[config.mk]
export PLATFORM = sky130hd
export DESIGN_NAME = stopwatch_lap_top
export DESIGN_NICKNAME = d
export VERILOG_FILES = /design/src/rtl/stopwatch_pkg.sv /design/src/rtl/key_press_detect.sv /design/src/rtl/bcd_digit_chain.sv /design/src/rtl/seg7_encode.sv /design/src/rtl/stopwatch_lap_top.sv
export SDC_FILE = /design/constraint.sdc
export NUM_CORES = 1
export LEC_CHECK = 0
export ABC_AREA = 1
export ABC_CLOCK_PERIOD_IN_PS = 3500
export BUFFER_PORTS_ARGS = -buffer_cell sky130_fd_sc_hd__buf_4
export CAP_MARGIN = 25
export CORE_AREA = 10 10 101 103
export CTS_CLUSTER_DIAMETER = 150
export CTS_CLUSTER_SIZE = 16
export DETAILED_ROUTE_END_ITERATION = 16
export DIE_AREA = 0 0 111 113
export PLACE_DENSITY = 0.55
export SLEW_MARGIN = 15
export SYNTH_ARGS = -nofsm -noshare
export SYNTH_HDL_FRONTEND = slang
export SYNTH_SLANG_ARGS = --single-unit
[constraint.sdc]
create_clock -name clk -period 3.5 [get_ports clk]
set_clock_uncertainty 0.2 [all_clocks]
set_input_delay 0.875 -clock clk [delete_from_list [all_inputs] [get_ports clk]]
set_output_delay 0.875 -clock clk [all_outputs]
set_load 0.05 [all_outputs]
[src/rtl/stopwatch_pkg.sv]
package stopwatch_pkg;
  localparam int BCD_W = 4;
  localparam int SEG_W = 7;
  typedef logic [BCD_W-1:0] bcd_t;
  typedef logic [SEG_W-1:0] seg_t;
  localparam bcd_t BCD_MAX = 4'd9;
  // one-hot mode; rotation left steps clear -> run -> stop -> clear
  localparam logic [2:0] MODE_CLR  = 3'b001;
  localparam logic [2:0] MODE_RUN  = 3'b010;
  localparam logic [2:0] MODE_STOP = 3'b100;
  localparam seg_t SEG_ZERO  = 7'b1000000;
  localparam seg_t SEG_BLANK = 7'b1111111;
endpackage

[src/rtl/key_press_detect.sv]
module key_press_detect #(
  parameter int SYNC_STAGES = 2
) (
  input  logic clk,
  input  logic rst,
  input  logic key_n_i,
  output logic press_o
);
  localparam int LAST = SYNC_STAGES - 1;

  logic [SYNC_STAGES-1:0] sync_q;
  logic                   prev_q;

  always_ff @(posedge clk) begin
    if (rst) begin
      sync_q <= '1;
      prev_q <= 1'b1;
    end else begin
      sync_q <= {sync_q[SYNC_STAGES-2:0], key_n_i};
      prev_q <= sync_q[LAST];
    end
  end

  assign press_o = prev_q & ~sync_q[LAST];


  single_pulse_chk: assert property (@(posedge clk) disable iff (rst)
    press_o |=> !press_o);
endmodule

[src/rtl/bcd_digit_chain.sv]
module bcd_digit_chain
  import stopwatch_pkg::*;
#(
  parameter int NUM_DIGITS = 4
) (
  input  logic                        clk,
  input  logic                        rst,
  input  logic                        clear_i,
  input  logic                        inc_i,
  output logic [NUM_DIGITS*BCD_W-1:0] digits_o
);
  logic [NUM_DIGITS:0] carry;
  assign carry[0] = inc_i;

  for (genvar g = 0; g < NUM_DIGITS; g++) begin : g_digit
    bcd_t d_q;
    always_ff @(posedge clk) begin
      if (rst || clear_i)  d_q <= '0;
      else if (carry[g])   d_q <= (d_q == BCD_MAX) ? bcd_t'(0) : d_q + bcd_t'(1);
    end
    assign carry[g+1] = carry[g] & (d_q == BCD_MAX);
    assign digits_o[g*BCD_W +: BCD_W] = d_q;


    digit_range_chk: assert property (@(posedge clk) disable iff (rst)
      d_q <= BCD_MAX);

    digit_wrap_chk: assert property (@(posedge clk) disable iff (rst)
      (carry[g] && !clear_i && d_q == BCD_MAX) |=> d_q == '0);
  end


  clear_zero_chk: assert property (@(posedge clk) disable iff (rst)
    clear_i |=> digits_o == '0);

  idle_hold_chk: assert property (@(posedge clk) disable iff (rst)
    (!inc_i && !clear_i) |=> $stable(digits_o));
endmodule

[src/rtl/seg7_encode.sv]
module seg7_encode
  import stopwatch_pkg::*;
(
  input  bcd_t digit_i,
  output seg_t seg_o
);
  // active low, bit order g..a
  always_comb begin
    case (digit_i)
      4'd0:    seg_o = 7'b1000000;
      4'd1:    seg_o = 7'b1111001;
      4'd2:    seg_o = 7'b0100100;
      4'd3:    seg_o = 7'b0110000;
      4'd4:    seg_o = 7'b0011001;
      4'd5:    seg_o = 7'b0010010;
      4'd6:    seg_o = 7'b0000010;
      4'd7:    seg_o = 7'b1111000;
      4'd8:    seg_o = 7'b0000000;
      4'd9:    seg_o = 7'b0010000;
      default: seg_o = SEG_BLANK;
    endcase
  end
endmodule

[src/rtl/stopwatch_lap_top.sv]
module stopwatch_lap_top
  import stopwatch_pkg::*;
#(
  parameter int NUM_DIGITS  = 4,
  parameter int SYNC_STAGES = 2
) (
  input  logic                        clk,
  input  logic                        rst,
  input  logic                        key_mode_n,
  input  logic                        key_lap_n,
  input  logic                        tick_en,
  output logic [NUM_DIGITS*SEG_W-1:0] seg_o,
  output logic                        mode_clear_o,
  output logic                        mode_run_o,
  output logic                        mode_stop_o
);
  localparam int TIME_W = NUM_DIGITS * BCD_W;
  localparam int DISP_W = NUM_DIGITS * SEG_W;

  logic              mode_press, lap_press;
  logic [2:0]        mode_q;
  logic              in_clr, in_run, in_stop;
  logic [TIME_W-1:0] live_time, lap_q, shown_time;
  logic              show_lap_q;
  logic [DISP_W-1:0] seg_next, seg_q;

  key_press_detect #(.SYNC_STAGES(SYNC_STAGES)) u_mode_key (
    .clk(clk), .rst(rst), .key_n_i(key_mode_n), .press_o(mode_press));
  key_press_detect #(.SYNC_STAGES(SYNC_STAGES)) u_lap_key (
    .clk(clk), .rst(rst), .key_n_i(key_lap_n), .press_o(lap_press));

  assign in_clr  = mode_q[0];
  assign in_run  = mode_q[1];
  assign in_stop = mode_q[2];

  always_ff @(posedge clk) begin
    if (rst)             mode_q <= MODE_CLR;
    else if (mode_press) mode_q <= {mode_q[1:0], mode_q[2]};
  end

  bcd_digit_chain #(.NUM_DIGITS(NUM_DIGITS)) u_live (
    .clk(clk), .rst(rst), .clear_i(in_clr), .inc_i(in_run & tick_en),
    .digits_o(live_time));

  always_ff @(posedge clk) begin
    if (rst || in_clr) begin
      lap_q      <= '0;
      show_lap_q <= 1'b0;
    end else if (in_run && lap_press) begin
      lap_q      <= live_time;
      show_lap_q <= ~show_lap_q;
    end
  end

  assign shown_time = show_lap_q ? lap_q : live_time;

  for (genvar g = 0; g < NUM_DIGITS; g++) begin : g_enc
    seg7_encode u_enc (
      .digit_i(shown_time[g*BCD_W +: BCD_W]),
      .seg_o  (seg_next[g*SEG_W +: SEG_W]));
  end

  always_ff @(posedge clk) begin
    if (rst) seg_q <= {NUM_DIGITS{SEG_ZERO}};
    else     seg_q <= seg_next;
  end

  assign seg_o        = seg_q;
  assign mode_clear_o = in_clr;
  assign mode_run_o   = in_run;
  assign mode_stop_o  = in_stop;


  mode_onehot_chk: assert property (@(posedge clk) disable iff (rst)
    $countones(mode_q) == 1);

  clr_to_run_chk: assert property (@(posedge clk) disable iff (rst)
    (mode_press && in_clr) |=> mode_q == MODE_RUN);

  stop_to_clr_chk: assert property (@(posedge clk) disable iff (rst)
    (mode_press && in_stop) |=> mode_q == MODE_CLR);

  clear_lap_zero_chk: assert property (@(posedge clk) disable iff (rst)
    in_clr |=> (lap_q == '0 && !show_lap_q));

  stop_hold_chk: assert property (@(posedge clk) disable iff (rst)
    (in_stop && !mode_press) |=> $stable(live_time));

  lap_capture_chk: assert property (@(posedge clk) disable iff (rst)
    (in_run && lap_press) |=> (lap_q == $past(live_time) && show_lap_q != $past(show_lap_q)));

  stop_lap_ignore_chk: assert property (@(posedge clk) disable iff (rst)
    (in_stop && !mode_press) |=> ($stable(lap_q) && $stable(show_lap_q)));
endmodule

==> results.json <==
{
  "drive_above_1_share_pct": 18.5,
  "synth_top_area_share_pct": 43.3,
  "yosys.area.top_type": "dfxtp_1",
  "postCtsSetupBuffers": 0,
  "crit_slowest_cell": "o21ai_0",
  "cts_buffer_depth": 2,
  "globalplace.congestion": 0.795,
  "hp-class": "flop to flop",
  "max_stage_delay_ns": 0.68,
  "synth_compound_area_share_pct": 15.2,
  "worst_pin_slew_ns": 0.834,
  "cts_num_sinks": 70,
  "powerDensity_nw_per_um2": 394,
  "crit_type": "flop to flop",
  "status": "finished, final reports clean",
  "die_w_um": 111,
  "syn_inst": 431,
  "firstDrtPassIters": 4,
  "ant_nets": 0,
  "switching_share_pct": 23.5,
  "netSwitchingPower_w": 0.000353,
  "clkTransAtPathRegs_ns": 0.08,
  "yosysSeqAreaShare_pct": 43.3,
  "arrival_ns": 2.25,
  "final_common_cell": "nand2_1",
  "worstPathMaxFanout": 13,
  "die_y_um": 113,
  "grt_pass1_vias": 2552,
  "grt.total_usage_pct": 11.3,
  "hold_viol_final": 0,
  "rows": 33,
  "global_route.overflow_total": 0,
  "ir_worst_vdd_mv": 0.200,
  "required_ns": 3.50,
  "final_cell_mix": "82 x nand2_1, 70 x dfxtp_1, 57 x inv_1",
  "syn_nets": 456,
  "n_fill_cell": 837,
  "p_comb_share_pct": 2.8,
  "synth_fa_ha_area_share_pct": 7.73,
  "drv_cap": 0,
  "grt_max_degree": 26,
  "port_buffers": 35,
  "synth.cell_area_um2": 3240,
  "syn_avg_cell_area_um2": 7.51,
  "cts-root-buf": "clkbuf_8",
  "coreArea_um2": 8130,
  "start_util_pct": 39.8,
  "power_leakage_nw": 1.65,
  "wl_per_cell_um": 12.0,
  "cts_tree": "done",
  "nets": 496,
  "num_io_pins": 36,
  "p_clk_share_pct": 43.6,
  "area_delta_synth_final_pct": 17.4,
  "rsz0062_at_grt": "false",
  "endpoint_kind": "flop",
  "slew_headroom_pct": 43.8,
  "muxShareOfSynthArea_pct": 0,
  "cts_made_buffers": 9,
  "layout.cells.non_filler": 581,
  "seq_power_share_pct": 53.7,
  "timing.fmax_ghz": 0.445,
  "synth_xor_area_share_pct": 0.541,
  "antennaDiodeCount": 0,
  "min_period_over_period_pct": 64.2,
  "synth_cell_type_count": 26,
  "cp_cell_sequence": "buf_4 > o21ai_0 > inv_1 > ha_1 > inv_1 > nand2_1 > nand3_1 > nand3_1",
  "via_per_inst": 4.68,
  "cts_hold_buffers": 0,
  "min_period_ns": 2.25,
  "synth-simple-area-share_pct": 23.6,
  "setup_violations": 0,
  "dpl.hpwl_mm": 5.16,
  "vias": 2717,
  "drt_wl_total_mm": 6.98,
  "htreeDepth": 3,
  "synth_top_family_by_area": "simple AND/OR/NAND/NOR gates",
  "fin_tns_setup_ns": 0,
  "die-area_um2": 12500,
  "placedCellCount": 565,
  "dr.first_iter.drc_count": 107,
  "antenna_found_initial": 0,
  "slew_violations": 0,
  "cts_resized": 0,
  "synthTopCellsByArea": "dfxtp_1 43%, nand2_1 9.5%, ha_1 7.7%",
  "drcViolationCount": 0,
  "start_kind": "flop",
  "internal_power_w": 0.00114,
  "grt_pass1_wl_mm": 12.0,
  "worstSkewPairLatency_ns": 0.34,
  "yosysWarnings": 0,
  "synth-seq-cells": 70
}
## power groups by stage
stage	logic (W)	registers [W]	clock network (W)
after floorplan	0.0000197	0.000829	0
after global placement	0.0000413	0.000822	0
after detailed placement	0.0000416	0.000822	0
after CTS	0.0000417	0.000803	0.000670
after global routing	0.0000456	0.000804	0.000705
final	0.0000412	0.000803	0.000653
## cells in the mapped netlist, drive strengths merged
master,n
a211oi,2
a21oi,45
buf,6
clkbuf,6
clkinv,1
dfxtp,70
ha,20
inv,62
nand2,94
nand3,39
nand3b,1
nand4,3
nor2,31
nor3,2
nor3b,1
o211ai,1
o21ai,41
or2,4
xor2,2
## critical path: cells and delay by family, from the launching register on
kind            cells  cell delay, ns
simple gates        3            0.23
fa+ha+maj           1            0.25
buf+inv             3            0.43
flops               1            0.31
compound gates      1            0.68
## cells by family (layout without fill, tap and decap cells)
| logic type | count (synthesis) | in the layout |
|---|---|---|
| compound gates | 89 | 89 |
| xor+xnor | 2 | 2 |
| fa+ha+maj | 20 | 20 |
| buf+inv | 75 | 120 |
| flops | 70 | 70 |
| simple gates | 175 | 175 |
## worst paths after layout
path / from / endpoint / slack (ns) / cells past startpoint
hold reg to reg: u_mode_key.sync_q[0] / u_mode_key.sync_q[1] / 0.21 / 1
setup / recovery: show_lap_q / seg_o[20] / 1.25 / 8
hold / removal: u_mode_key.sync_q[0] / u_mode_key.sync_q[1] / 0.21 / 1
setup reg to reg: show_lap_q / seg_o[20] / 1.25 / 8
## final cells by class
type / count / area (µm²) / area share, %
tap: 105 / 131 / 3.46
clock buffer: 9 / 124 / 3.26
inverter: 63 / 239 / 6.29
sequential: 70 / 1400 / 36.9
timing repair buffer: 41 / 308 / 8.10
clock inverter: 7 / 73.8 / 1.94
multi-input combinational: 286 / 1520 / 40.1
## registers in the layout, summed over array words and instances, names as in the netlist
register and cells:
u_lap_key.sync_q 2, u_mode_key.prev_q 1, show_lap_q 1, lap_q 16, u_lap_key.prev_q 1, u_live.g_digit.d_q 16, mode_q 3, seg_o 28
u_mode_key.sync_q 2
## stage by stage
stage / setup slack (ns) / hold WS (ns) / util (%) / instance area (µm²) / total power (W)
global route: 1.08 / 0.239 / 46.7 / 3800 / 0.00156
detailed placement: 0.953 / 0.195 / 44.3 / 3600 / 0.000864
finish: 1.25 / 0.214 / 46.7 / 3800 / 0.00150
CTS: 1.25 / 0.214 / 46.7 / 3800 / 0.00152
global placement: 1.01 / 0.207 / 44.3 / 3600 / 0.000864
floorplan: 1.58 / 0.189 / - / 3240 / 0.000849
## layer usage
metal	routed length, µm	track usage, %
met1	3630	14.5
met2	2980	17.4
met3	272	3.01
met4	103	5.30
met5	0	0
Power figures use the tool's default switching activity.
